### src/rtl/dbs_pkg.sv
package dbs_pkg;

  typedef enum logic [2:0] {
    CMD_NOP = 3'd0,
    CMD_ACT = 3'd1,
    CMD_RD  = 3'd2,
    CMD_WR  = 3'd3,
    CMD_PRE = 3'd4
  } dbs_cmd_e;

  typedef enum logic [1:0] {
    ACC_HIT   = 2'd0,
    ACC_EMPTY = 2'd1,
    ACC_MISS  = 2'd2
  } dbs_cls_e;

  typedef enum logic [1:0] {
    ST_IDLE = 2'd0,
    ST_TRP  = 2'd1,
    ST_TRCD = 2'd2
  } dbs_st_e;

endpackage

### src/rtl/dbs_timer.sv
module dbs_timer #(
  parameter int TW = 6
) (
  input  logic          clk,
  input  logic          rst_n,
  input  logic          load,
  input  logic [TW-1:0] load_val,
  output logic          done
);

  logic [TW-1:0] cnt_q, cnt_d;

  always_comb begin
    cnt_d = cnt_q;
    if (load) begin
      cnt_d = load_val - TW'(1);
    end else if (cnt_q != '0) begin
      cnt_d = cnt_q - TW'(1);
    end
  end

  always_ff @(posedge clk or negedge rst_n) begin
    if (!rst_n) begin
      cnt_q <= '0;
    end else begin
      cnt_q <= cnt_d;
    end
  end

  assign done = (cnt_q == '0);

  // callers clamp zero to one before loading
  a_r10_load_nonzero: assert property (@(posedge clk) disable iff (!rst_n)
    load |-> (load_val != '0));

  // an expired window stays expired until reloaded
  a_r6_expired_holds: assert property (@(posedge clk) disable iff (!rst_n)
    (!load && done) |=> done);

endmodule

### src/rtl/dbs_row_track.sv
module dbs_row_track
  import dbs_pkg::*;
#(
  parameter int RW = 14
) (
  input  logic          clk,
  input  logic          rst_n,
  input  logic          open_en,
  input  logic          close_en,
  input  logic [RW-1:0] open_row_in,
  input  logic [RW-1:0] probe_row,
  output logic          open_vld,
  output logic [RW-1:0] open_row,
  output logic [1:0]    probe_cls
);

  logic          vld_q, vld_d;
  logic [RW-1:0] row_q, row_d;

  always_comb begin
    vld_d = vld_q;
    row_d = row_q;
    if (close_en) vld_d = 1'b0;
    if (open_en) begin
      vld_d = 1'b1;
      row_d = open_row_in;
    end
  end

  always_ff @(posedge clk or negedge rst_n) begin
    if (!rst_n) begin
      vld_q <= 1'b0;
      row_q <= '0;
    end else begin
      vld_q <= vld_d;
      row_q <= row_d;
    end
  end

  always_comb begin
    if (!vld_q)                  probe_cls = ACC_EMPTY;
    else if (row_q == probe_row) probe_cls = ACC_HIT;
    else                         probe_cls = ACC_MISS;
  end

  assign open_vld = vld_q;
  assign open_row = row_q;

  // a row is opened only on a closed bank
  a_r5_open_when_closed: assert property (@(posedge clk) disable iff (!rst_n)
    open_en |-> !vld_q);

  // a precharge only closes a row that is open
  a_r5_close_when_open: assert property (@(posedge clk) disable iff (!rst_n)
    close_en |-> vld_q);

  // opening and closing never share a cycle
  a_r5_open_close_excl: assert property (@(posedge clk) disable iff (!rst_n)
    !(open_en && close_en));

endmodule

### src/rtl/dbs_rd_pipe.sv
module dbs_rd_pipe #(
  parameter int TW = 6
) (
  input  logic          clk,
  input  logic          rst_n,
  input  logic          launch,
  input  logic [TW-1:0] lat,
  output logic          strobe
);

  localparam int DEPTH = (1 << TW) - 1;

  logic [DEPTH:0] pipe_q, pipe_d;

  always_comb begin
    pipe_d = pipe_q >> 1;
    if (launch) pipe_d[lat] = 1'b1;
  end

  always_ff @(posedge clk or negedge rst_n) begin
    if (!rst_n) begin
      pipe_q <= '0;
    end else begin
      pipe_q <= pipe_d;
    end
  end

  assign strobe = pipe_q[0];

  // a zero delay would put the strobe on the read cycle itself
  a_r7_launch_delay: assert property (@(posedge clk) disable iff (!rst_n)
    launch |-> (lat != '0));

endmodule

### src/rtl/dram_bank_sequencer.sv
module dram_bank_sequencer
  import dbs_pkg::*;
#(
  parameter int RW = 14,
  parameter int CW = 10,
  parameter int TW = 6
) (
  input  logic              clk,
  input  logic              rst_n,
  input  logic [TW-1:0]     cfg_cl,
  input  logic [TW-1:0]     cfg_trcd,
  input  logic [TW-1:0]     cfg_trp,
  input  logic [TW-1:0]     cfg_tras,
  input  logic              req_valid,
  output logic              req_ready,
  input  logic              req_write,
  input  logic [RW-1:0]     req_row,
  input  logic [CW-1:0]     req_col,
  output logic [2:0]        cmd_code,
  output logic [RW-1:0]     cmd_row,
  output logic [CW-1:0]     cmd_col,
  output logic              rd_valid,
  output logic              acc_valid,
  output logic [1:0]        acc_class,
  output logic [TW+1:0]     acc_latency
);

  localparam int LW = TW + 2;

  dbs_st_e       st_q, st_d;
  logic          accept;

  logic [TW-1:0] cl_in, trcd_in, trp_in, tras_in;
  logic [TW-1:0] cl_q, trcd_q, trp_q, tras_q;
  logic [TW-1:0] cl_u, trcd_u, trp_u, tras_u;

  logic          pend_wr_q;
  logic [RW-1:0] pend_row_q;
  logic [CW-1:0] pend_col_q;
  logic [1:0]    pend_cls_q;
  logic [LW-1:0] el_q, el_d;

  logic          open_vld;
  logic [RW-1:0] open_row;
  logic [1:0]    probe_cls;

  logic          wait_load, wait_done, ras_done;
  logic [TW-1:0] wait_val;
  logic          act_go, pre_go, col_go, col_wr, rd_launch;
  logic [RW-1:0] act_row;
  logic [CW-1:0] col_col;
  logic [LW-1:0] col_off;

  logic [2:0]    cmd_d, cmd_q;
  logic [RW-1:0] cmd_row_d, cmd_row_q;
  logic [CW-1:0] cmd_col_d, cmd_col_q;
  logic          acc_valid_d, acc_valid_q;
  logic [1:0]    acc_cls_d, acc_cls_q;
  logic [LW-1:0] acc_lat_d, acc_lat_q;

  // ---------------- parameter clamp and selection ----------------
  always_comb begin
    cl_in   = (cfg_cl   == '0) ? TW'(1) : cfg_cl;
    trcd_in = (cfg_trcd == '0) ? TW'(1) : cfg_trcd;
    trp_in  = (cfg_trp  == '0) ? TW'(1) : cfg_trp;
    tras_in = (cfg_tras == '0) ? TW'(1) : cfg_tras;
  end

  assign req_ready = (st_q == ST_IDLE) &&
                     !(open_vld && (req_row != open_row) && !ras_done);
  assign accept    = req_valid && req_ready;

  always_comb begin
    cl_u   = accept ? cl_in   : cl_q;
    trcd_u = accept ? trcd_in : trcd_q;
    trp_u  = accept ? trp_in  : trp_q;
    tras_u = accept ? tras_in : tras_q;
  end

  // ---------------- sequencing ----------------
  always_comb begin
    st_d      = st_q;
    act_go    = 1'b0;
    pre_go    = 1'b0;
    col_go    = 1'b0;
    act_row   = pend_row_q;
    col_wr    = pend_wr_q;
    col_col   = pend_col_q;
    col_off   = el_q;
    acc_cls_d = pend_cls_q;
    case (st_q)
      ST_IDLE: begin
        if (accept) begin
          acc_cls_d = probe_cls;
          if (probe_cls == ACC_HIT) begin
            col_go  = 1'b1;
            col_wr  = req_write;
            col_col = req_col;
            col_off = '0;
          end else if (probe_cls == ACC_EMPTY) begin
            act_go  = 1'b1;
            act_row = req_row;
            st_d    = ST_TRCD;
          end else begin
            pre_go  = 1'b1;
            st_d    = ST_TRP;
          end
        end
      end
      ST_TRP: begin
        if (wait_done) begin
          act_go = 1'b1;
          st_d   = ST_TRCD;
        end
      end
      ST_TRCD: begin
        if (wait_done) begin
          col_go = 1'b1;
          st_d   = ST_IDLE;
        end
      end
      default: st_d = ST_IDLE;
    endcase
  end

  always_comb begin
    cmd_d       = CMD_NOP;
    cmd_row_d   = '0;
    cmd_col_d   = '0;
    wait_load   = 1'b0;
    wait_val    = trcd_u;
    acc_valid_d = 1'b0;
    acc_lat_d   = '0;
    rd_launch   = 1'b0;
    if (act_go) begin
      cmd_d     = CMD_ACT;
      cmd_row_d = act_row;
      wait_load = 1'b1;
      wait_val  = trcd_u;
    end
    if (pre_go) begin
      cmd_d     = CMD_PRE;
      cmd_row_d = open_row;
      wait_load = 1'b1;
      wait_val  = trp_u;
    end
    if (col_go) begin
      cmd_d       = col_wr ? CMD_WR : CMD_RD;
      cmd_row_d   = open_row;
      cmd_col_d   = col_col;
      acc_valid_d = 1'b1;
      acc_lat_d   = col_off + (col_wr ? LW'(0) : LW'(cl_u));
      rd_launch   = !col_wr;
    end
  end

  assign el_d = accept ? LW'(1) : ((el_q == '1) ? el_q : el_q + LW'(1));

  always_ff @(posedge clk or negedge rst_n) begin
    if (!rst_n) begin
      st_q        <= ST_IDLE;
      cl_q        <= TW'(1);
      trcd_q      <= TW'(1);
      trp_q       <= TW'(1);
      tras_q      <= TW'(1);
      pend_wr_q   <= 1'b0;
      pend_row_q  <= '0;
      pend_col_q  <= '0;
      pend_cls_q  <= '0;
      el_q        <= '0;
      cmd_q       <= CMD_NOP;
      cmd_row_q   <= '0;
      cmd_col_q   <= '0;
      acc_valid_q <= 1'b0;
      acc_cls_q   <= '0;
      acc_lat_q   <= '0;
    end else begin
      st_q <= st_d;
      el_q <= el_d;
      if (accept) begin
        cl_q       <= cl_in;
        trcd_q     <= trcd_in;
        trp_q      <= trp_in;
        tras_q     <= tras_in;
        pend_wr_q  <= req_write;
        pend_row_q <= req_row;
        pend_col_q <= req_col;
        pend_cls_q <= probe_cls;
      end
      cmd_q       <= cmd_d;
      cmd_row_q   <= cmd_row_d;
      cmd_col_q   <= cmd_col_d;
      acc_valid_q <= acc_valid_d;
      if (acc_valid_d) begin
        acc_cls_q <= acc_cls_d;
        acc_lat_q <= acc_lat_d;
      end
    end
  end

  // ---------------- sub-blocks ----------------
  dbs_row_track #(.RW(RW)) i_row_track (
    .clk         (clk),
    .rst_n       (rst_n),
    .open_en     (act_go),
    .close_en    (pre_go),
    .open_row_in (act_row),
    .probe_row   (req_row),
    .open_vld    (open_vld),
    .open_row    (open_row),
    .probe_cls   (probe_cls)
  );

  dbs_timer #(.TW(TW)) i_wait_timer (
    .clk      (clk),
    .rst_n    (rst_n),
    .load     (wait_load),
    .load_val (wait_val),
    .done     (wait_done)
  );

  dbs_timer #(.TW(TW)) i_ras_timer (
    .clk      (clk),
    .rst_n    (rst_n),
    .load     (act_go),
    .load_val (tras_u),
    .done     (ras_done)
  );

  dbs_rd_pipe #(.TW(TW)) i_rd_pipe (
    .clk    (clk),
    .rst_n  (rst_n),
    .launch (rd_launch),
    .lat    (cl_u),
    .strobe (rd_valid)
  );

  assign cmd_code    = cmd_q;
  assign cmd_row     = cmd_row_q;
  assign cmd_col     = cmd_col_q;
  assign acc_valid   = acc_valid_q;
  assign acc_class   = acc_cls_q;
  assign acc_latency = acc_lat_q;

  // ---------------- command spacing checks ----------------
  logic [LW-1:0] since_act_q, since_pre_q;
  logic [TW-1:0] chk_trcd_q, chk_tras_q, chk_trp_q;

  always_ff @(posedge clk or negedge rst_n) begin
    if (!rst_n) begin
      since_act_q <= '1;
      since_pre_q <= '1;
      chk_trcd_q  <= '0;
      chk_tras_q  <= '0;
      chk_trp_q   <= '0;
    end else begin
      if (cmd_code == CMD_ACT) begin
        since_act_q <= LW'(1);
        chk_trcd_q  <= trcd_q;
        chk_tras_q  <= tras_q;
      end else if (since_act_q != '1) begin
        since_act_q <= since_act_q + LW'(1);
      end
      if (cmd_code == CMD_PRE) begin
        since_pre_q <= LW'(1);
        chk_trp_q   <= trp_q;
      end else if (since_pre_q != '1) begin
        since_pre_q <= since_pre_q + LW'(1);
      end
    end
  end

  // column command no sooner than tRCD after the activate
  a_r3_act_to_col: assert property (@(posedge clk) disable iff (!rst_n)
    (cmd_code == CMD_RD || cmd_code == CMD_WR) |-> (since_act_q >= LW'(chk_trcd_q)));

  // activate no sooner than tRP after a precharge
  a_r5_pre_to_act: assert property (@(posedge clk) disable iff (!rst_n)
    (cmd_code == CMD_ACT) |-> (since_pre_q >= LW'(chk_trp_q)));

  // precharge no sooner than tRAS after the activate
  a_r6_act_to_pre: assert property (@(posedge clk) disable iff (!rst_n)
    (cmd_code == CMD_PRE) |-> (since_act_q >= LW'(chk_tras_q)));

  // column commands only reach an open row
  a_r2_col_needs_row: assert property (@(posedge clk) disable iff (!rst_n)
    (cmd_code == CMD_RD || cmd_code == CMD_WR) |-> open_vld);

  // a report travels with a column command
  a_r8_report_on_col: assert property (@(posedge clk) disable iff (!rst_n)
    acc_valid |-> (cmd_code == CMD_RD || cmd_code == CMD_WR));

endmodule

### config.mk
export PLATFORM = sky130hd
export DESIGN_NAME = dram_bank_sequencer
export DESIGN_NICKNAME = d
export VERILOG_FILES = /design/src/rtl/dbs_pkg.sv /design/src/rtl/dbs_timer.sv /design/src/rtl/dbs_row_track.sv /design/src/rtl/dbs_rd_pipe.sv /design/src/rtl/dram_bank_sequencer.sv
export SDC_FILE = /design/constraint.sdc
export NUM_CORES = 1
export LEC_CHECK = 0
export ABC_AREA = 1
export BUFFER_PORTS_ARGS = -buffer_cell sky130_fd_sc_hd__buf_2
export CELL_PAD_IN_SITES_DETAIL_PLACEMENT = 1
export CELL_PAD_IN_SITES_GLOBAL_PLACEMENT = 2
export CORE_MARGIN = 2
export CORE_UTILIZATION = 35
export CTS_BUF_LIST = sky130_fd_sc_hd__clkbuf_4 sky130_fd_sc_hd__clkbuf_8
export DETAILED_ROUTE_END_ITERATION = 10
export PLACE_DENSITY_LB_ADDON = 0.1
export SYNTH_ARGS = -nofsm -noshare
export SYNTH_HDL_FRONTEND = slang
export SYNTH_SLANG_ARGS = --single-unit
### constraint.sdc
create_clock -name clk -period 8.4 [get_ports clk]
set_input_delay 0 -clock clk [delete_from_list [all_inputs] [get_ports clk]]
set_output_delay 0 -clock clk [all_outputs]
set_load 0.01 [all_outputs]
After elaboration in Yosys (flattened, before gate mapping)
Index checks and enable logic that the tools add are counted.

word-level totals
  register bits = 190
  latch bits = 0
  memory bits (writable) = 0
  ROM bits = 0
  input bits = 52
  output and inout bits = 40
  word-level logic and storage cells = 132
  memories = 0

operators by class
  $add $sub $neg = 6
  $mul = 0
  divide/modulo/power cells = 0
  order comparisons = 2
  equal/unequal tests = 11
  shift-type cells = 0
  muxes and demuxes = 69
  bitwise gates (word level) = 1
  reductions and logical operators = 22

operators by type and width
  cell                 number
  $mux 14              7
  $mux 6               14
  $mux 64              1
  $or 63x64->64        1
  $mux 8               6
  $mux 10              4
  $logic_not 6->1      6
  $sub 6x1->6 const B  4
  $mux 1               22
  $mux 2               9
  $eq 14x14->1         1
  $ne 14x14->1         1
  $reduce_bool 6->1    2
  $add 8x1->8 const B  1
  $add 8x6->8          1
  $eq 8x8->1 const B   1
  $lt 6x7->1 const B   1
  $demux 1 s6          1
  $ge 6x1->1 const B   1
  $mux 3               2
  $ne 2x2->1 const B   3
  $pmux 2 s3           1
  $reduce_bool 2->1    3
  $logic_and 1x1->1    5
  7 further kinds      13

Longest topological paths before layout
Gate-level depths: netlist (run 1).

  depth after elaboration = 13
  mapped depth = 25
  mapped depth without buffers = 24

Modules after synthesis
A second synthesis (run 1) with hierarchy kept.

unflattened totals
  cell total of the unflattened synthesis = 1,058
  area total of the unflattened synthesis = 8,703.3 um2

modules (own cells, without submodules)
  module               instances  cells each  area each (um2)  sequential area each (um2)
  dram_bank_sequencer  1          603         4,662.0          2,306.0
  dbs_rd_pipe          1          219         2,401.1          1,601.5
  dbs_row_track        1          126         834.6            375.4
  dbs_timer            2          55          402.9            150.1

Least setup slack after synthesis (run 1)
No wires, ideal clock.

  path type = register to register
  from = register i_row_track.row_q[0] (netlist: i_row_track.open_row[0])
  to = register acc_lat_q[7] (netlist: acc_latency[7])
  setup time = 0.083 ns
  arrival time = 3.073 ns
  data required time = 8.317 ns
  slack = 5.244 ns
  cell stages (with the launch flop) = 24
  buffers on the path = 1
  clock period less this slack = 3.156 ns
  cell sequence = dfrtp_1 > nor2_1 > nor2_1 > nor2_1 > nand2_1 > nor2_2 > nand2_2 > nand3_4 > nand3_2 > clkinv_2 > nand2_2 > buf_6 > o21ai_4 > nor2_1 > ha_1 > nand3_1 > and2_1 > inv_1 > a21oi_1 > o21ai_0 > a21oi_1 > o21ai_0 > o31ai_1 > o21ai_0

between the ends
  cells in the longest elaborated chain, start to end = 11
  elaborated cells between the ends (all ways) = 24
  classes of those cells = add/sub: 1; eq/ne: 2; mux: 15; reduce/logical: 6

ends and longest elaborated chain
  item                                                                  RTL line                    RTL
  start: declaration                                                    dbs_row_track.sv:18         logic [RW-1:0] row_q, row_d;
  start signal: assignment                                              dbs_row_track.sv:36         row_q <= row_d;
  parallel branches: the longest is 11 deep, another holds $add 8x6->8  n/a
  end signal: assignment                                                dram_bank_sequencer.sv:196  acc_lat_q <= acc_lat_d;
  end: declaration                                                      dram_bank_sequencer.sv:59   logic [LW-1:0] acc_lat_d, acc_lat_q;

Several ways; the timed one is not identified.
A chain may end at the register's enable or synchronous reset.

Final worst setup path (run 1)
  from = register i_ras_timer.cnt_q[1]
  to = register acc_lat_q[7] (netlist: acc_latency[7])

between the ends
  cells in the longest elaborated chain, start to end = 11
  elaborated cells between the ends (all ways) = 17
  classes of those cells = add/sub: 1; mux: 10; reduce/logical: 6

ends and longest elaborated chain
  item                      RTL line                    RTL
  start: declaration        dbs_timer.sv:11             logic [TW-1:0] cnt_q, cnt_d;
  start signal: assignment  dbs_timer.sv:26             cnt_q <= cnt_d;
  $logic_not 6->1 (*)       dbs_timer.sv:30             assign done = (cnt_q == '0);
  $logic_not 1->1 (*)       dram_bank_sequencer.sv:70   !(open_vld && (req_row != open_row) && !ras_done);
  $logic_and 1x1->1 (*)     dram_bank_sequencer.sv:70
  $logic_not 1->1 (*)       dram_bank_sequencer.sv:70
  $logic_and 1x1->1 (*)     dram_bank_sequencer.sv:69   assign req_ready = (st_q == ST_IDLE) &&
  $logic_and 1x1->1 (*)     dram_bank_sequencer.sv:71   assign accept = req_valid && req_ready;
  $mux 1                    dram_bank_sequencer.sv:93   if (accept) begin
  $mux 1                    dram_bank_sequencer.sv:91   case (st_q)
  $mux 6                    dram_bank_sequencer.sv:152  acc_lat_d = col_off + (col_wr ? LW'(0) : LW'(cl_u));
  $add 8x6->8               dram_bank_sequencer.sv:152
  $mux 8                    dram_bank_sequencer.sv:147  if (col_go) begin

Mark *: on every way between the ends. The rest lies on a longest branch, timed or not.

==> results of run 1 <==
-- timing repair --
action                                 4_1_cts  5_1_grt
resized for setup                            0        0
hold buffers                                55        0
endpoints found under the hold margin      135        0
-- state kept, by name, indices dropped and copies added, names as in the netlist, 3 cells and up --
name,flops
pend_col_q,10
trcd_q,6
cmd_row,14
pend_row_q,14
i_ras_timer.cnt_q,6
cmd_col,10
el_q,8
i_row_track.open_row,14
acc_latency,8
i_rd_pipe.pipe_q,64
i_wait_timer.cnt_q,6
tras_q,6
cl_q,6
cmd_code,3
-- cell families (layout without fill, tap and decap cells) --
kind of cell | after synthesis | count (layout) | synth area share, %
XOR/XNOR | 6 | 6 | 0.6504
multiplexers | 10 | 10 | 1.239
adder cells (fa/ha/maj) | 10 | 10 | 1.641
flip-flops | 183 | 183 | 56.72
AND/OR/NAND/NOR | 365 | 365 | 19.20
AO/OA/AOI/OAI | 171 | 171 | 14.31
other | 0 | 1 | 0
buffers and inverters | 123 | 281 | 6.240
-- layer usage --
metal	wire, um	share of wire, %
met5	0	0
met4	231	1.1
met1	9910	48
met2	10140	49
met3	509	2.4
-- layout make-up --
type                       count  area (um2)
antenna                        1       2.502
multi-input combinational    562        2993
clock inverter                15       152.6
fill                        2640       12910
timing repair buffer         149        1035
tap                          285       356.6
clock buffer                  17       234.0
inverter                     100       376.6
sequential                   183        4583
-- through the flow --
step | instance area (um2) | hold WS (ns)
global placement | 8793 | -0.02951
finish | 9733 | 0.03429
global route | 9733 | 0.03154
CTS | 9731 | 0.01174
floorplan | 8080 | -0.2956
detailed placement | 8793 | -0.02621
-- how the worst max path moves through the flow --
stage	startpoint	to	slack, ns	cells after the start
global placement	i_row_track.open_row[3]	acc_latency[7]	4.43	23
finish	i_ras_timer.cnt_q[1]	acc_latency[7]	4.22	18
global route	i_row_track.open_row[3]	acc_latency[7]	3.65	23
floorplan	i_row_track.open_row[0]	acc_latency[7]	5.24	23
detailed placement	i_row_track.open_row[0]	acc_latency[7]	4.22	24
CTS	i_row_track.open_row[3]	acc_latency[7]	4.20	23
-- where the power goes --
part           switching [uW]  internal [uW]
sequential                  0            880
combinational            35.6           28.4
clock                     369            224
-- layout by cell type (no fill, tap or decap), drive strengths merged, types with 9 or more instances in the layout --
cell	instances
a21oi	16
buf	94
clkbuf	17
dfrtp	180
dlygate4sd3	55
ha	9
inv	109
mux2i	10
nand2	240
nand3	23
nand4	14
nor2	71
o211ai	15
o21ai	66
o21bai	60
-- tightest hold or removal path, stage by stage --
cell and delay [ns]:
sky130_fd_sc_hd__buf_2 0.10, sky130_fd_sc_hd__a41o_1 0.19, sky130_fd_sc_hd__inv_1 0.09, sky130_fd_sc_hd__o21ai_4 0.12
==> flow_summary.yaml, run 1 <==
status:
  status: "completed"
yosys:
  synthDominantCellAreaShare_pct: 55.74
  synth_most_common_cell: "sky130_fd_sc_hd__nand2_1"
  synth.top_cells.by_count: "sky130_fd_sc_hd__nand2_1 (236), sky130_fd_sc_hd__dfrtp_1 (180), sky130_fd_sc_hd__inv_1 (89), sky130_fd_sc_hd__nor2_1 (61), sky130_fd_sc_hd__o21bai_1 (60)"
  synthesis.nets: 930
  synth.lib_cells_used.distinct: 49
  ys_seq_area_share_pct: 56.72
  yosys-top-cells-area: "sky130_fd_sc_hd__dfrtp_1 (56%), sky130_fd_sc_hd__nand2_1 (11%), sky130_fd_sc_hd__o21bai_1 (5.6%)"
  yosysWarnings: 0
  postSynthRegisterBits: 183
  synth.cell_area_um2: 8080
  dominantRegCellSynth: "sky130_fd_sc_hd__dfrtp_1"
  syn-mean-instance-area_um2: 9.309
  synth_edf_count: 0
  synth_async_sr_flop_share_pct: 100.0
  post_synth_top_area_cell: "sky130_fd_sc_hd__dfrtp_1"
  netlist_instances: 868
setup_path:
  path_class: "reg -> reg"
  worstPathRequired_ns: 8.80
  path_cells: "nor4_1 > nand3_1 > nand3_4 > nand3_2 > clkinv_2 > nand2_2 > o21ai_4 > nor2_1 > ha_1 > nand3_1 > and2_1 > inv_1 > a21oi_1 > o21ai_0 > a21oi_1 > o21ai_0 > o31ai_1 > o21ai_0"
  critPathArrivalTime_ns: 4.58
  critPathBufInv: 2
  worst_path_largest_cell_delay_ns: 0.44
  most_numerous_cell_on_the_critical_path: "sky130_fd_sc_hd__o21ai_0"
  startpoint_type: "flop"
  r2r_cells: 18
  timing.critical_path.slowest_stage_cell: "sky130_fd_sc_hd__nand2_2"
  end_kind: "flop"
  critical_path.max_fanout: 23
  regToRegEndpoint: "acc_latency[7]"
  r2r_start: "i_ras_timer.cnt_q[1]"
  setup.reg_to_reg.worst_slack_ns: 4.22
  cpLargestDelayFamily: "simple AND/OR/NAND/NOR gates"
floorplan:
  floorplan.die.width_um: 155.9
  fp.dieH_um: 155.9
  rows: 55
  initial_core_util_pct: 35.69
  dieArea_um2: 24320
  core_um2: 22640
  io_pins: 92
placed_design:
  dpl_cells: 1224
  gpl.final_weighted_congestion: 0.7767
  dpl_worst_slack_ns: 4.221
  placement.io_buffers: 91
  hpwl_um: 14140
clocking:
  number_of_cts_inserted_buffers: 17
  cts_sinks: 183
  clk-insertion-delay-late_ns: 0.49
  clkTransAtPathRegs_ns: 0.10
  root_buffer: "sky130_fd_sc_hd__clkbuf_8"
  maximum_level_of_the_cts_h_tree: 4
  cts_tree: "done"
  cts_max_path_bufs: 2
  post_cts_buffers: 0
drt:
  route.antenna.remaining_nets: 0
  viasPerCell: 4.869
  detail_route.iter0.violations: 258
  vias: 6388
  route.final.wire_length_um: 20790
  drcViolationCount: 0
  dr.pass1.iters: 4
  average_wire_length_per_cell_after_detail_routing_um: 15.85
global_routing:
  met3_usage_pct: 3.444
  grt.met1_usage_pct: 24.28
  grt_start_max_net_pins: 76
  grt_util_all_layers_pct: 18.26
  grtUsageMet2_pct: 30.95
  first_global_vias: 6925
  grt_first_pass_wirelength_um: 35110
  antenna_found_initial: 1
  grt_most_used_layer: "met2"
  gr-total-overflow: 0
sta:
  post-route-period-util_pct: 49.75
  max_slew.worst_pin.slew_ns: 0.8787
  finalSetupViolations: 0
  final-hold-violation-count: 0
  worst_slew_margin_rel_pct: 41.42
  timing.clock.skew_ns: 0.02303
  final_critical_path_setup_slack_ns: 4.221
  maxSlewViolCount: 0
  fin_crit_ns: 4.179
  tns_ns: 0
  achievable-frequency_mhz: 239.3
  rsz0062_at_grt: "false"
finish:
  fin_util_pct: 42.99
  area_added_between_synthesis_and_finish_pct: 20.46
  final_net_count: 1075
  finalNonFillerCells: 1312
  final_layout_size_suffix_gt1_share_pct: 16.86
hold_path:
  endpoint_with_the_worst_hold_slack: "cl_q[0]"
  hold_path_class: "in -> reg"
  hold_path.startpoint: "cfg_cl[0]"
  hold_depth: 4
power_and_ir_drop:
  fin_total_pwr_uw: 1537
  peakVddDrop_mv: 0.07254
  p_leak_uw: 0.005038
  power_density_nw_per_um2: 157.9
flow_run:
  max_cap_violations: 0
Power figures use the tool's default switching activity.
==> run 2, diff against run 1 <==
--- a/config.mk
+++ b/config.mk
@@ -5,7 +5,7 @@
 export SDC_FILE = /design/constraint.sdc
 export NUM_CORES = 1
 export LEC_CHECK = 0
-export ABC_AREA = 1
+export ABC_AREA = 0
 export BUFFER_PORTS_ARGS = -buffer_cell sky130_fd_sc_hd__buf_2
 export CELL_PAD_IN_SITES_DETAIL_PLACEMENT = 1
 export CELL_PAD_IN_SITES_GLOBAL_PLACEMENT = 2
==> constraint.sdc (replaced) <==
create_clock -name clk -period 4.1 [get_ports clk]
set_input_delay 0 -clock clk [delete_from_list [all_inputs] [get_ports clk]]
set_output_delay 0 -clock clk [all_outputs]
set_load 0.01 [all_outputs]
==> run 2 against run 1 <==
Clock skew rose by 0.0045 ns. Register-to-register slack got worse by 3.9 ns. Global-route usage rose by 0.40 points. Via count fell by 3.8%. Final area rose by 1.4%. Sequential power rose to 2.9 times the previous value. Critical path depth fell by 3. Sequential share of layout area fell by 0.66 points. First-iteration DRC count fell by 12%. Total power rose to 3.9 times the previous value. Critical endpoint unchanged.
==> flow_summary.yaml, run 2 <==
sta:
  final-hold-violation-count: 0
  worst_slew_margin_rel_pct: 34.98
  finalSetupViolations: 0
  rsz0062_at_grt: "false"
  tns_ns: 0
  fin_crit_ns: 3.775
  timing.clock.skew_ns: 0.02751
  maxSlewViolCount: 0
  achievable-frequency_mhz: 264.9
  max_slew.worst_pin.slew_ns: 0.9753
  post-route-period-util_pct: 92.08
yosys:
  synth.lib_cells_used.distinct: 71
  dominantRegCellSynth: "sky130_fd_sc_hd__dfrtp_1"
  yosys-top-cells-area: "sky130_fd_sc_hd__dfrtp_1 (55%), sky130_fd_sc_hd__nand2_1 (6.4%), sky130_fd_sc_hd__o21bai_1 (5.0%)"
  yosysWarnings: 0
  post_synth_top_area_cell: "sky130_fd_sc_hd__dfrtp_1"
  synth_most_common_cell: "sky130_fd_sc_hd__dfrtp_1"
  synth_async_sr_flop_share_pct: 100.0
  synth.top_cells.by_count: "sky130_fd_sc_hd__dfrtp_1 (180), sky130_fd_sc_hd__nand2_1 (139), sky130_fd_sc_hd__o21bai_1 (54), sky130_fd_sc_hd__nor2_1 (42), sky130_fd_sc_hd__a21o_1 (33)"
  netlist_instances: 762
  ys_seq_area_share_pct: 56.08
  synth_edf_count: 0
  postSynthRegisterBits: 183
  syn-mean-instance-area_um2: 10.73
  synthDominantCellAreaShare_pct: 55.11
  synth.cell_area_um2: 8173
  synthesis.nets: 824
floorplan:
  fp.dieH_um: 156.8
  dieArea_um2: 24590
  initial_core_util_pct: 35.88
  rows: 55
  core_um2: 22780
  floorplan.die.width_um: 156.8
  io_pins: 92
finish:
  most-common-layout-cells: "sky130_fd_sc_hd__dfrtp_1 (180), sky130_fd_sc_hd__nand2_1 (139), sky130_fd_sc_hd__buf_2 (90)"
  area_added_between_synthesis_and_finish_pct: 20.77
  final_layout_size_suffix_gt1_share_pct: 20.11
  fin_util_pct: 43.33
  register_ranked_first_by_flip_flop_count: "i_rd_pipe.pipe_q"
  largest_register_ffs: 64
  n_fill_cell: 2547
  mostFrequentLayoutCell: "sky130_fd_sc_hd__dfrtp_1"
  final_net_count: 959
  antennaDiodeCount: 0
power_and_ir_drop:
  peakVddDrop_mv: 0.2244
  total_switching_power_uw: 2275
  cell_internal_pwr_uw: 3656
  switching_share_pct: 38.36
  clkPwrFrac_pct: 21.6
  share_comb_of_total_power_pct: 35.1
  power_density_nw_per_um2: 600.8
  power.sequential.fraction_pct: 43.3
  p_leak_uw: 0.005121
setup_path:
  worstPathRequired_ns: 4.49
  critPathArrivalTime_ns: 4.17
  path_class: "reg -> reg"
  end_kind: "flop"
  critical_path.max_fanout: 7
  startpoint_type: "flop"
placed_design:
  gpl.final_weighted_congestion: 0.7377
  hpwl_um: 14570
  placement.io_buffers: 91
clocking:
  cts_max_path_bufs: 2
  post_cts_buffers: 0
  clkTransAtPathRegs_ns: 0.12
  cts_tree: "done"
  maximum_level_of_the_cts_h_tree: 4
  root_buffer: "sky130_fd_sc_hd__clkbuf_8"
  number_of_cts_inserted_buffers: 17
  clk-insertion-delay-late_ns: 0.48
  cts_sinks: 183
global_routing:
  grt_util_all_layers_pct: 18.67
  first_global_vias: 6750
  grt_start_max_net_pins: 100
  antenna_found_initial: 0
  grt_first_pass_wirelength_um: 35780
  gr-total-overflow: 0
status:
  status: "completed"
drt:
  dr.pass1.iters: 4
  drcViolationCount: 0
  average_wire_length_per_cell_after_detail_routing_um: 17.69
  viasPerCell: 5.026
  vias: 6147
  detail_route.iter0.violations: 228
  route.final.wire_length_um: 21640
  route.antenna.remaining_nets: 0
flow_run:
  max_cap_violations: 0
hold_path:
  hold_path_class: "in -> reg"
==> run 2: cell families after synthesis <==
kind of cell | Yosys count | share of synthesized area (%)
multiplexers | 26 | 3.720
adder cells (fa/ha/maj) | 10 | 1.623
AND/OR/NAND/NOR | 279 | 16.69
XOR/XNOR | 26 | 2.786
flip-flops | 183 | 56.08
buffers and inverters | 48 | 2.526
AO/OA/AOI/OAI | 190 | 16.58
==> run 2: final cells by class <==
| type | instances | area [um2] | area share, % |
|---|---|---|---|
| Clock inverter | 14 | 182.7 | 1.851 |
| Tap cell | 313 | 391.6 | 3.968 |
| Inverter | 14 | 52.55 | 0.5324 |
| Timing Repair Buffer | 150 | 1025 | 10.38 |
| Sequential cell | 183 | 4583 | 46.43 |
| Clock buffer | 18 | 247.7 | 2.510 |
| Multi-Input combinational cell | 531 | 3388 | 34.33 |
==> run 2: worst max-delay path, stage by stage (launching register included) <==
cell	delay [ns]
sky130_fd_sc_hd__dfrtp_1	0.41
sky130_fd_sc_hd__xor2_1	0.16
sky130_fd_sc_hd__nor4_2	0.44
sky130_fd_sc_hd__and4_1	0.38
sky130_fd_sc_hd__nand3_1	0.15
sky130_fd_sc_hd__mux2_2	0.37
sky130_fd_sc_hd__nor2_1	0.26
sky130_fd_sc_hd__ha_1	0.28
sky130_fd_sc_hd__a21o_1	0.16
sky130_fd_sc_hd__a21oi_1	0.22
sky130_fd_sc_hd__o21bai_1	0.10
sky130_fd_sc_hd__a21oi_1	0.23
sky130_fd_sc_hd__nor2b_1	0.07
sky130_fd_sc_hd__o21ai_0	0.18
sky130_fd_sc_hd__xor2_1	0.09
sky130_fd_sc_hd__o31ai_1	0.19
==> run 2: worst paths after layout <==
path / from / end / slack, ns / cells after the start
max: i_row_track.open_row[6] / acc_latency[7] / 0.32 / 15
min: cfg_trp[4] / i_wait_timer.cnt_q[4] / 0.05 / 5
max reg2reg: i_row_track.open_row[6] / acc_latency[7] / 0.32 / 15
min reg2reg: i_rd_pipe.pipe_q[3] / i_rd_pipe.pipe_q[2] / 0.44 / 1
max in group asynchronous: rst_n / cl_q[0] / 2.81 / 3
min in group asynchronous: rst_n / tras_q[3] / 0.18 / 2
==> run 2: power by group through the flow <==
stage | logic, uW | registers (uW) | clock network (uW)
6_report | 2080 | 2570 | 1280
5_1_grt | 2370 | 2640 | 1410
4_1_cts | 2120 | 2570 | 1350
3_5_place_dp | 2080 | 2610 | 0
3_3_place_gp | 2000 | 2580 | 0
2_1_floorplan | 1450 | 2560 | 0
==> run 2: repair_timing <==
action / CTS / global route
hold endpoints to repair: 176 / 0
resized for setup: 0 / 0
hold buffers: 43 / 0
==> run 2: per-stage QoR <==
| stage | hold WS, ns | setup slack [ns] | area (um2) | total power, uW | instances |
|---|---|---|---|---|---|
| finish | 0.05087 | 0.3249 | 9871 | 5931 | 1223 |
| global route | 0.08994 | 0.01694 | 9871 | 6411 | 1223 |
| CTS | 0.01746 | 0.2753 | 9871 | 6039 | 1223 |
| detailed placement | 0.2030 | 0.3137 | 9010 | 4686 | 1148 |
| global placement | 0.1854 | 0.3725 | 9010 | 4583 | 1148 |
| floorplan | -0.2956 | 0.5386 | 8173 | 4009 | 762 |
==> run 2: routing by layer <==
metal  part of all wire, %  up-vias  track usage, %
li1                      -     2903               -
met3                   1.9       20           2.631
met5                     0        -               0
met4                   1.4        0           5.286
met1                    47     3153           24.91
met2                    50       71           31.70
==> run 3, diff against run 2 <==
--- a/config.mk
+++ b/config.mk
@@ -14,6 +14,8 @@
 export CTS_BUF_LIST = sky130_fd_sc_hd__clkbuf_4 sky130_fd_sc_hd__clkbuf_8
 export DETAILED_ROUTE_END_ITERATION = 10
 export PLACE_DENSITY_LB_ADDON = 0.1
+export RECOVER_POWER = 100
+export REMOVE_ABC_BUFFERS = 1
 export SYNTH_ARGS = -nofsm -noshare
 export SYNTH_HDL_FRONTEND = slang
 export SYNTH_SLANG_ARGS = --single-unit
==> run 3 against run 2 <==
The flow now finishes with violations (max-capacitance violations, max-slew violations). Final area is essentially flat. Via count grew 0.20%. Combinational power is essentially flat. Die area is the same. Non-clock buffer count grew 4. Utilization is essentially flat. Global-route usage is essentially flat. Total power grew 1.4%. Count of clock-buffer cells in the layout shrank 1. Sequential share of layout area is essentially flat. Worst hold slack gained 0.016 ns. Critical path depth shrank 4. Critical path type unchanged. Largest cell class unchanged. Highest routed layer unchanged.
==> flow_summary.yaml, run 3 (synthesis results as in run 2) <==
sta:
  finalSetupViolations: 0
  maxSlewViolCount: 104
  rsz0062_at_grt: "false"
  max_slew.worst_pin.slew_ns: 2.632
  final-hold-violation-count: 0
  worst_slew_margin_rel_pct: -75.48
  achievable-frequency_mhz: 261.4
  fin_crit_ns: 3.825
  timing.clock.skew_ns: 0.02094
  post-route-period-util_pct: 93.30
setup_path:
  path_cells: "or4_1 > o21ai_1 > nand2_1 > nand2_2 > clkbuf_2 > mux2_2 > and2_1 > ha_1 > o2111a_1 > or2_2 > a21oi_1"
  cp-startpoint: "i_ras_timer.cnt_q[1]"
  critPathArrivalTime_ns: 4.24
  startpoint_type: "flop"
  path_class: "reg -> reg"
  timing.critical_path.slowest_stage_cell: "sky130_fd_sc_hd__clkbuf_2"
  worst_setup_path_endpoint: "i_ras_timer.cnt_q[4]"
  worstPathRequired_ns: 4.51
  setup.reg_to_reg.worst_slack_ns: 0.27
  worst_path_largest_cell_delay_ns: 0.77
  critical_path.max_fanout: 38
  regToRegEndpoint: "i_ras_timer.cnt_q[4]"
  r2r_start: "i_ras_timer.cnt_q[1]"
  r2r_cells: 11
  end_kind: "flop"
power_and_ir_drop:
  peakVddDrop_mv: 0.2488
  power_density_nw_per_um2: 609.6
  p_leak_uw: 0.004971
drt:
  average_wire_length_per_cell_after_detail_routing_um: 17.64
  detail_route.iter0.violations: 183
  viasPerCell: 5.020
  route.final.wire_length_um: 21650
  route.antenna.remaining_nets: 0
  drcViolationCount: 0
  dr.pass1.iters: 4
  vias: 6159
floorplan:
  floorplan.die.width_um: 156.8
  io_pins: 92
  fp.dieH_um: 156.8
  initial_core_util_pct: 35.88
  rows: 55
  dieArea_um2: 24590
  core_um2: 22780
placed_design:
  dpl_cells: 1148
  gpl.final_weighted_congestion: 0.7832
  hpwl_um: 14460
  placement.io_buffers: 91
  dpl-instance-area_um2: 9010
finish:
  final_net_count: 963
  register_ranked_first_by_flip_flop_count: "i_rd_pipe.pipe_q"
  area_added_between_synthesis_and_finish_pct: 20.71
  most-common-layout-cells: "sky130_fd_sc_hd__dfrtp_1 (180), sky130_fd_sc_hd__nand2_1 (139), sky130_fd_sc_hd__o21bai_1 (54)"
  finalInstanceArea_um2: 9866
  finalNonFillerCells: 1227
  final_layout_size_suffix_gt1_share_pct: 16.08
  mostFrequentLayoutCell: "sky130_fd_sc_hd__dfrtp_1"
  antennaDiodeCount: 0
  largest_register_ffs: 64
global_routing:
  grt_start_max_net_pins: 104
  antenna_found_initial: 0
  grt_first_pass_wirelength_um: 35950
  gr-total-overflow: 0
  first_global_vias: 6794
  grt_util_all_layers_pct: 18.67
flow_run:
  max_cap_violations: 1
clocking:
  root_buffer: "sky130_fd_sc_hd__clkbuf_8"
  clk-insertion-delay-late_ns: 0.48
  number_of_cts_inserted_buffers: 17
  cts_sinks: 183
  maximum_level_of_the_cts_h_tree: 4
  cts_tree: "done"
  cts_max_path_bufs: 2
  clkTransAtPathRegs_ns: 0.11
hold_path:
  hold_path_class: "in -> reg"
status:
  status: "finished, violations left"
  failed_checks: "max-capacitance violations, max-slew violations"
run 3: what timing repair did:
action,CTS,global route
setup endpoints to repair,0,1
hold buffers,45,0
gates resized for setup,0,4
endpoints found under the hold margin,182,0
setup buffers,0,2
run 3: cell type report:
cell class | count | area (um2)
Fill cell | 2518 | 12910
Sequential cell | 183 | 4583
Multi-Input combinational cell | 531 | 3405
Timing Repair Buffer | 154 | 987.2
Tap cell | 313 | 391.6
Clock buffer | 17 | 234.0
Clock inverter | 15 | 212.7
Inverter | 14 | 52.55
run 3: metrics by stage:
stage,setup slack (ns),TNS [ns],hold WS [ns],power (uW),util [%]
after floorplan,-0.3419,-0.6303,-0.2956,3970,-
after global placement,0.3871,0,0.2058,4571,39.56
after detailed placement,0.2287,0,0.2167,4678,39.56
after CTS,0.1889,0,0.02530,6092,43.49
after global routing,0.02219,0,0.04855,6487,43.31
final,0.2748,0,0.06640,6014,43.31
run 3: power breakdown:
group	switching (uW)	internal [uW]	leakage, uW
combinational	1260	826	0.00233
sequential	295	2280	0.00242
clock	768	585	0.000220
run 3: how the worst min path moves through the flow:
| stage | depth (start not counted) | endpoint | from | slack [ns] |
|---|---|---|---|---|
| floorplan | 0 | acc_class[0] | rst_n | -0.30 |
| global placement | 1 | pend_row_q[7] | rst_n | 0.21 |
| detailed placement | 1 | cmd_row[0] | rst_n | 0.22 |
| CTS | 5 | i_wait_timer.cnt_q[2] | cfg_trp[2] | 0.03 |
| global route | 4 | cl_q[3] | cfg_cl[3] | 0.05 |
| finish | 5 | i_wait_timer.cnt_q[2] | cfg_trp[2] | 0.07 |
run 3: metal layers:
| metal | track usage (%) | wire length, um | vias to the layer above |
|---|---|---|---|
| met1 | 25.06 | 10360 | 3145 |
| met2 | 31.45 | 10510 | 87 |
| met3 | 3.019 | 552 | 15 |
| met4 | 4.806 | 233 | 0 |
| met5 | 0 | 0 | - |
| li1 | - | - | 2912 |
run 3: worst max-delay path, delay by kind of cell (launching register included):
family / cells / cell delay, ns
buffers and inverters: 1 / 0.77
AO/OA/AOI/OAI: 3 / 0.48
AND/OR/NAND/NOR: 5 / 1.44
flip-flops: 1 / 0.40
multiplexers: 1 / 0.45
adder cells (fa/ha/maj): 1 / 0.21
